`config.mk`:
```
export PLATFORM = sky130hd
export DESIGN_NAME = rxStatusGen
export DESIGN_NICKNAME = d
export VERILOG_FILES = /design/src/rtl/rxStatusPkg.sv /design/src/rtl/rxStatusCtl.sv /design/src/rtl/rxStatusDp.sv /design/src/rtl/rxStatusGen.sv
export SDC_FILE = /design/constraint.sdc
export NUM_CORES = 1
export LEC_CHECK = 0
export BUFFER_PORTS_ARGS = -buffer_cell sky130_fd_sc_hd__buf_4
export CAP_MARGIN = 20
export CORE_ASPECT_RATIO = 0.7
export CORE_MARGIN = 8
export CORE_UTILIZATION = 25
export CTS_CLUSTER_DIAMETER = 30
export DETAILED_ROUTE_END_ITERATION = 12
export GPL_ROUTABILITY_DRIVEN = 0
export GPL_TIMING_DRIVEN = 0
export HOLD_SLACK_MARGIN = 0.15
export PLACE_DENSITY = 0.48
export SKIP_LAST_GASP = 1
export SLEW_MARGIN = 20
export SYNTH_ARGS = -nofsm -noshare
export SYNTH_HDL_FRONTEND = slang
export SYNTH_SLANG_ARGS = --single-unit
```
`constraint.sdc`:
```
create_clock -name clk -period 3.2 [get_ports clk]
set_clock_uncertainty 0.05 [all_clocks]
set_input_delay 0.16 -clock clk [delete_from_list [all_inputs] [get_ports clk]]
set_output_delay 0.16 -clock clk [all_outputs]
set_load 0.005 [all_outputs]
```
`src/rtl/rxStatusPkg.sv`:
```
package rxStatusPkg;
  typedef struct packed {
    logic clear;    // frame start: reset counter and flags
    logic countEn;  // one unit received
    logic capture;  // end of frame: latch flags
  } ctlStrobes_t;
endpackage

```
`src/rtl/rxStatusCtl.sv`:
```
module rxStatusCtl
  import rxStatusPkg::*;
(
  input  logic        clk,
  input  logic        rstN,
  input  logic        rxValid,
  input  logic        frameStart,
  output ctlStrobes_t strb,
  output logic        stsValid
);
  logic active;

  always_comb begin
    strb.clear   = frameStart;
    strb.countEn = active && rxValid && !frameStart;
    strb.capture = active && !rxValid && !frameStart;
  end

  always_ff @(posedge clk) begin
    if (!rstN) begin
      active   <= 1'b0;
      stsValid <= 1'b0;
    end else begin
      if (frameStart) active <= 1'b1;
      else if (active && !rxValid) active <= 1'b0;
      stsValid <= strb.capture;
    end
  end

  // strobe lasts one cycle
  assert_valid_single_R9: assert property (@(posedge clk) disable iff (!rstN)
    stsValid |=> !stsValid);
  // strobe follows an active frame whose valid level dropped
  assert_valid_cause_R9: assert property (@(posedge clk) disable iff (!rstN)
    (active && !rxValid && !frameStart) |=> stsValid);
endmodule

```
`src/rtl/rxStatusDp.sv`:
```
module rxStatusDp
  import rxStatusPkg::*;
#(
  parameter int MAX_BYTES = 1518,
  parameter int MIN_BYTES = 64
) (
  input  logic        clk,
  input  logic        rstN,
  input  ctlStrobes_t strb,
  input  logic        serialMode,
  input  logic        rxErr,
  input  logic        crcOk,
  input  logic [47:0] destAddr,
  output logic        alignErr,
  output logic        badCrc,
  output logic        oddFrame,
  output logic        tooLong,
  output logic        tooShort,
  output logic        bcast,
  output logic        mcast
);
  localparam int CNT_W = $clog2(MAX_BYTES * 8 + 16);
  localparam logic [CNT_W-1:0] CNT_MAX = '1;
  localparam logic [CNT_W-1:0] MAX_L = CNT_W'(MAX_BYTES);
  localparam logic [CNT_W-1:0] MIN_L = CNT_W'(MIN_BYTES);

  logic [CNT_W-1:0] unitCnt;
  logic [CNT_W-1:0] byteCnt;
  logic             errSeen;
  logic             crcBadNow;
  logic             partialOctet;
  logic             isBcast;

  always_comb begin
    byteCnt      = serialMode ? (unitCnt >> 3) : (unitCnt >> 1);
    partialOctet = serialMode ? (unitCnt[2:0] != 3'd0) : unitCnt[0];
    crcBadNow    = !crcOk || errSeen;
    isBcast      = &destAddr;
  end

  always_ff @(posedge clk) begin
    if (!rstN) begin
      unitCnt <= '0;
      errSeen <= 1'b0;
      {alignErr, badCrc, oddFrame, tooLong, tooShort, bcast, mcast} <= '0;
    end else if (strb.clear) begin
      unitCnt <= '0;
      errSeen <= rxErr;
      {alignErr, badCrc, oddFrame, tooLong, tooShort, bcast, mcast} <= '0;
    end else begin
      if (strb.countEn) begin
        if (unitCnt != CNT_MAX) unitCnt <= unitCnt + 1'b1;
        if (rxErr) errSeen <= 1'b1;
      end
      if (strb.capture) begin
        badCrc   <= crcBadNow;
        alignErr <= crcBadNow && partialOctet;
        oddFrame <= byteCnt[0];
        tooLong  <= byteCnt > MAX_L;
        tooShort <= byteCnt < MIN_L;
        bcast    <= isBcast;
        mcast    <= destAddr[40] && !isBcast;
      end
    end
  end

  // alignment error never without CRC failure
  assert_align_needs_crc_R1: assert property (@(posedge clk) disable iff (!rstN)
    alignErr |-> badCrc);
  // length flags exclusive
  assert_len_exclusive_R4: assert property (@(posedge clk) disable iff (!rstN)
    !(tooLong && tooShort));
  // multicast and broadcast exclusive
  assert_class_exclusive_R8: assert property (@(posedge clk) disable iff (!rstN)
    !(bcast && mcast));
  // counter never goes backwards while counting
  assert_cnt_monotonic_R11: assert property (@(posedge clk) disable iff (!rstN)
    (strb.countEn && !strb.clear) |=> unitCnt >= $past(unitCnt));
  // flags cleared after frame start
  assert_clear_flags_R10: assert property (@(posedge clk) disable iff (!rstN)
    strb.clear |=> !(alignErr || badCrc || oddFrame || tooLong || tooShort || bcast || mcast));
endmodule

```
`src/rtl/rxStatusGen.sv`:
```
module rxStatusGen
  import rxStatusPkg::*;
#(
  parameter int MAX_BYTES = 1518,
  parameter int MIN_BYTES = 64
) (
  input  logic        clk,
  input  logic        rstN,
  input  logic        serialMode,
  input  logic        rxValid,
  input  logic        rxErr,
  input  logic        frameStart,
  input  logic        crcOk,
  input  logic [47:0] destAddr,
  output logic        stsValid,
  output logic        alignErr,
  output logic        badCrc,
  output logic        oddFrame,
  output logic        tooLong,
  output logic        tooShort,
  output logic        bcast,
  output logic        mcast
);
  ctlStrobes_t strb;

  rxStatusCtl u_ctl (
    .clk(clk), .rstN(rstN), .rxValid(rxValid), .frameStart(frameStart),
    .strb(strb), .stsValid(stsValid)
  );

  rxStatusDp #(.MAX_BYTES(MAX_BYTES), .MIN_BYTES(MIN_BYTES)) u_dp (
    .clk(clk), .rstN(rstN), .strb(strb), .serialMode(serialMode),
    .rxErr(rxErr), .crcOk(crcOk), .destAddr(destAddr),
    .alignErr(alignErr), .badCrc(badCrc), .oddFrame(oddFrame),
    .tooLong(tooLong), .tooShort(tooShort), .bcast(bcast), .mcast(mcast)
  );
endmodule

```
== Word-level counts from Yosys, hierarchy flattened ==
Index checks and enable logic that the tools add are counted.

* Bits of input ports: 55
* Register bits: 24
* Output and inout bits: 8
* Word-level logic and storage cells: 42

* Equality and inequality tests: 1
* Muxes and demuxes: 7
* Magnitude comparators: 2
* Add/sub/neg operators: 1
* Bitwise gates (word level): 1
* Reductions and logical operators: 19

{| class="wikitable"
|+ Operators by type and width
! operator !! number
|-
| 48-bit AND reduction || 1
|-
| 14-bit by 1-bit adder with 14-bit output (second input constant) || 1
|-
| 14-bit by 11-bit greater-than comparator with 1-bit output (second input constant) || 1
|-
| 14-bit by 7-bit less-than comparator with 1-bit output (second input constant) || 1
|-
| 14-bit != test (second input constant) || 1
|-
| 13-bit two-way mux || 1
|-
| 1-bit logical AND || 6
|-
| 1-bit two-way mux || 6
|-
| 2-bit nonzero test || 3
|-
| 1-bit logical NOT || 4
|-
| 2-bit AND reduction || 2
|-
| 3-bit nonzero test || 1
|-
| 2-bit OR reduction || 1
|-
| 1-bit logical OR || 1
|-
| 1-bit NOT || 1
|}

== Longest topological paths before layout ==
* Depth in word-level cells: 4
* Depth in mapped cells: 6
* Mapped depth without buffers: 6

== Cells and area by module ==
A second synthesis with hierarchy kept.

* Cell total of the unflattened synthesis: 165
* Area, all modules: 1,362.6 um^2

{| class="wikitable"
|+ Modules (own cells, without submodules)
! module !! times used !! area an instance (um^2) !! seq. area each (um^2) !! cells each
|-
| rxStatusDp || 1 || 1,275.0 || 440.4 || 157
|-
| rxStatusCtl || 1 || 87.6 || 40.0 || 8
|}

== Worst setup path after synthesis ==
No wires, ideal clock.

* Kind: register -> register
* Start: reg u_dp.unitCnt[1]
* End: reg u_dp.unitCnt[6]
* Setup slack: 1,571 ps
* Arrival: 1,451 ps
* Clock period less this slack: 1,629 ps
* Library setup time: 128 ps
* Data required time: 3,022 ps
* Stages on the path, launching flop included: 6
* Path buffers: 0
* Path through: dfxtp_1 > ha_1 > nand4b_1 > a2111oi_0 > xnor2_1 > nor2_1

* Cells in the longest elaborated chain, start to end: 2
* Elaborated cells on any way between the ends: 3
* Classes of those cells: add/sub: 1; eq/ne: 1; reduce/logical: 1

{| class="wikitable"
|+ Ends and longest elaborated chain
! element !! line !! text
|-
| start: declaration || rxStatusDp.sv:27 || <nowiki>logic [CNT_W-1:0] unitCnt;</nowiki>
|-
| start signal: assignment || rxStatusDp.sv:52 || <nowiki>if (unitCnt != CNT_MAX) unitCnt <= unitCnt + 1'b1;</nowiki>
|-
| branches (longest 2 deep; another with 14-bit by 1-bit adder with 14-bit output) || -- ||
|}

Parallel ways; which one is timed is not known.
A chain may end at the register's enable or synchronous reset.

== Final worst setup path ==
Ends and elaborated chain as after synthesis.

==> impl.org <==
** Setup path
- Critical path capture point :: u_dp.unitCnt[6]
- The critical path in this run is classified as flip-flop to flip-flop.
- Category of the worst setup path capture point :: flip-flop
- In this run the critical register-to-register path is captured at u_dp.unitCnt[6].
- For the worst setup path, the data required time is 3300 ps.
- Start of the worst register-to-register path :: u_dp.unitCnt[1]
- Data arrives at the worst endpoint at 2180 ps.
- The worst setup path is launched from a flip-flop.
- Peak fanout along the critical path :: 7
- In this run the register-to-register setup slack is 1120 ps.
- The most critical setup path has its startpoint at u_dp.unitCnt[1].
- Number of cells on the worst reg-to-reg path :: 5

** Power
- Combinational cell fraction of total power :: 0.124
- Clock power frac :: 0.409
- Part of the total power dissipated in sequential elements :: 0.467
- Of the total power, the share spent switching nets is 0.198.
- The analysis attributes to net switching a power of 0.000129 W.
- The internal power of the cells totals 0.000520 W.
- Summing internal, switching and leakage power gives 0.000649 W.
- The analysis attributes to cell leakage a power of 0.718 nW.
- IR drop worst, VDD :: 150 uV
- For this design the ratio of total power to cell area is 322 mW/mm^2.

** STA
- Max Slew Vio Count :: 0
- Dividing the final minimum period by the clock period gives 0.651.
- Time the final worst path needs with I/O delays and setup :: 2080 ps
- Measured slew at the worst slew-check pin :: 912 ps
- Setup total negative slack on the finished layout was measured at 0 ps.
- Number of failing setup endpoints in the final timing report :: 0
- Measured against its own limit, the worst slew margin works out to 0.387.
- Setup repair after global routing left no endpoint under its margin.
- The final number of hold-violating endpoints came to 0.
- Hold is met by 187 ps.
- For this run, the top clock speed supported by timing is 0.480 GHz.

** Die
- Area of the die :: 0.00818 sq mm
- The initial utilization of the core area, before any placement, comes to 0.261.
- In this run the vertical extent of the chip is 78.1 um.
- 63 I/O pins were placed.
- Die width :: 105 um
- The initialized floorplan defines 22 standard-cell rows.
- Area of the core :: 0.00529 sq mm

** Drt
- DRT Wirelength :: 4.70 mm
- Average wire per cell in the routed design :: 15.4 um
- In the routed design, unresolved DRC markers number 0.
- First-iteration detailed-routing DRC count :: 50
- Dividing the detail-routed via count by the number of cells gives 4.63.
- The count of nets left with antenna violations once routing finished came out at 0.
- Count of vias placed by the detailed router :: 1412
- First-pass detailed-route iteration total :: 4

** Synthesis
- Synthesis-stage register bit count :: 24
- Most common cell in the netlist :: sky130_fd_sc_hd__dfxtp_1
- Synthesized cell area :: 0.00138 sq mm
- Of the post-synthesis cell area, the dominant cell type holds 0.349.
- Of all flip-flops after synthesis, the portion carrying an async set or reset was 0.
- During synthesis, Yosys emitted a total of 0 warnings.
- sky130_fd_sc_hd__dfxtp_1 takes more of the synthesized area than any other cell.
- Sequential area share after synthesis :: 0.349
- Among all flip-flop cells after synthesis, the most frequent one is sky130_fd_sc_hd__dfxtp_1.
- Avg Synthesized Cell Area :: 8.30 sq um
- Number of enable flip-flop cells after synthesis :: 0
- Mapped Cells :: 166
- Unique cell type count in the Yosys netlist :: 40
- When the netlist entered floorplanning its net count stood at 223.
- Top post-synthesis cells by count :: sky130_fd_sc_hd__dfxtp_1, sky130_fd_sc_hd__nor2_1, sky130_fd_sc_hd__nand4_1, sky130_fd_sc_hd__xnor2_1, sky130_fd_sc_hd__nand2_1
- Ranked by total cell area, the synthesized netlist is headed by sky130_fd_sc_hd__dfxtp_1, sky130_fd_sc_hd__xnor2_1, sky130_fd_sc_hd__nand4_1.

** Clocking
- The clock net in this run drives a total of 24 sinks.
- Clock latency reported for the late side of the worst-skew pair :: 270 ps
- The number of gates resized after CTS was 0.
- Number of buffers created by CTS :: 3
- Setup Fix Bufs, Post-CTS :: 0
- Clock Path Buffers :: 2
- H-tree lvl count :: 1
- The cell sitting at the root of the clock tree is a sky130_fd_sc_hd__clkbuf_8.
- Clock input transition at the sequential cells of the worst setup and hold paths :: 90 ps
- TritonCTS clock tree :: yes

** Global routing
- Global-route wire length before repair :: 7.44 mm
- The number of global-route vias before repair came to 1365.
- Summed over all layers, the global routing overflow is 0.
- GRT Resource Usage Total :: 0.111
- Largest net degree at the start of global routing :: 15
- The number of antenna violations at the first check in global routing came to 0.

** Finish
- Growth of design area from synthesis to finish :: 46.4%
- At the end of the flow, the number of nets in the layout was 291.
- Proportion of layout cells with a drive suffix above 1 :: 0.322
- Inserted Diodes :: 0

** Placement
- Input and output buffers added on the ports amount to 61.
- Detailed placement finished with a half-perimeter wire length of 3.88 mm.

** Run status
- Status :: completed

** Flow run
- Across the run, the number of max-cap violations was 0.

** Hold path
- Worst hold-check path type :: primary input to flip-flop
-- cells by family after synthesis --
kind of cell	count (synthesis)	synth area share
DFF	24	0.349
AOI/OAI and AO/OA	27	0.138
adders and majority gates	2	0.0182
muxes	1	0.00727
xor gates and xnor gates	13	0.0827
buffers and inverters	14	0.0445
and+or+nand+nor	85	0.361
-- per-stage QoR --
step                cell area, sq um  std cells  setup slack [ps]   util
global route                    2020        305               959  0.382
floorplan                       1380        166              1570      -
CTS                             2020        305              1120  0.382
global placement                1930        299              1060  0.364
detailed placement              1930        299              1140  0.364
finish                          2020        305              1120  0.382
-- worst min-delay path by stage --
stage / start / endpoint / slack, ps / cells after the start
floorplan: rxErr / u_dp.errSeen / 240 / 1
global placement: rxErr / u_dp.errSeen / 330 / 2
finish: destAddr[40] / u_dp.mcast / 190 / 4
detailed placement: rxErr / u_dp.errSeen / 340 / 2
CTS: crcOk / u_dp.alignErr / 170 / 4
global route: destAddr[40] / u_dp.mcast / 210 / 4
-- worst max-delay path, stage by stage, from the launching register on --
cell and delay, ps:
sky130_fd_sc_hd__dfxtp_1 500, sky130_fd_sc_hd__ha_1 240, sky130_fd_sc_hd__nand4b_1 310, sky130_fd_sc_hd__a2111oi_0 620, sky130_fd_sc_hd__xnor2_1 180, sky130_fd_sc_hd__nor2_1 50
-- what timing repair did --
action | 4_1_cts | 5_1_grt
hold buffers | 2 | 0
setup endpoints to repair | 0 | 0
endpoints found under the hold margin | 3 | 0
-- layout make-up --
cell class / instances / area, sq um
Buffer: 8 / 38.8
Clock inverter: 1 / 30.0
Multi-Input combinational cell: 128 / 836
Inverter: 6 / 22.5
Sequential cell: 24 / 480
Tap cell: 72 / 90.1
Clock buffer: 3 / 41.3
Fill cell: 550 / 3270
Timing Repair Buffer: 63 / 478
-- power groups by stage --
| stage | logic (W) | clock network, W | registers (W) |
|---|---|---|---|
| 2_1_floorplan | 0.0000199 | 0 | 0.000310 |
| 3_3_place_gp | 0.0000785 | 0 | 0.000310 |
| 3_5_place_dp | 0.0000789 | 0 | 0.000310 |
| 4_1_cts | 0.0000812 | 0.000277 | 0.000303 |
| 5_1_grt | 0.0000871 | 0.000287 | 0.000304 |
| 6_report | 0.0000806 | 0.000265 | 0.000303 |
-- layer usage --
layer,wire (um),up-vias,share of wire,GRT usage
li1,-,746,-,-
met1,2430,639,0.52,0.156
met2,2040,25,0.43,0.168
met3,206,2,0.044,0.0318
met4,14,0,0.0030,0.0170
met5,0,-,0,0
-- flip-flops by register name (all words and copies together) (netlist names) --
name and flops:
u_dp.oddFrame 1, u_dp.tooShort 1, u_dp.alignErr 1, u_ctl.active 1
u_dp.errSeen 1, u_dp.mcast 1, u_dp.unitCnt 14, u_dp.badCrc 1
u_dp.tooLong 1, u_dp.bcast 1, u_ctl.stsValid 1
-- cells in the final DEF, fill, tap and decap left out, types with 4 or more instances in the layout --
cell	synthesis	layout
sky130_fd_sc_hd__dfxtp_1	24	24
sky130_fd_sc_hd__o21ai_0	4	4
sky130_fd_sc_hd__and3_1	4	4
sky130_fd_sc_hd__nand2_1	12	12
sky130_fd_sc_hd__nand4_1	14	14
sky130_fd_sc_hd__nor2_1	19	19
sky130_fd_sc_hd__xnor2_1	13	13
sky130_fd_sc_hd__inv_1	6	6
sky130_fd_sc_hd__buf_4	0	61
sky130_fd_sc_hd__nand3_1	7	7
sky130_fd_sc_hd__clkbuf_1	6	6
sky130_fd_sc_hd__a21oi_1	7	7
sky130_fd_sc_hd__nor3_1	6	6
(Power assumes the default switching activity.)
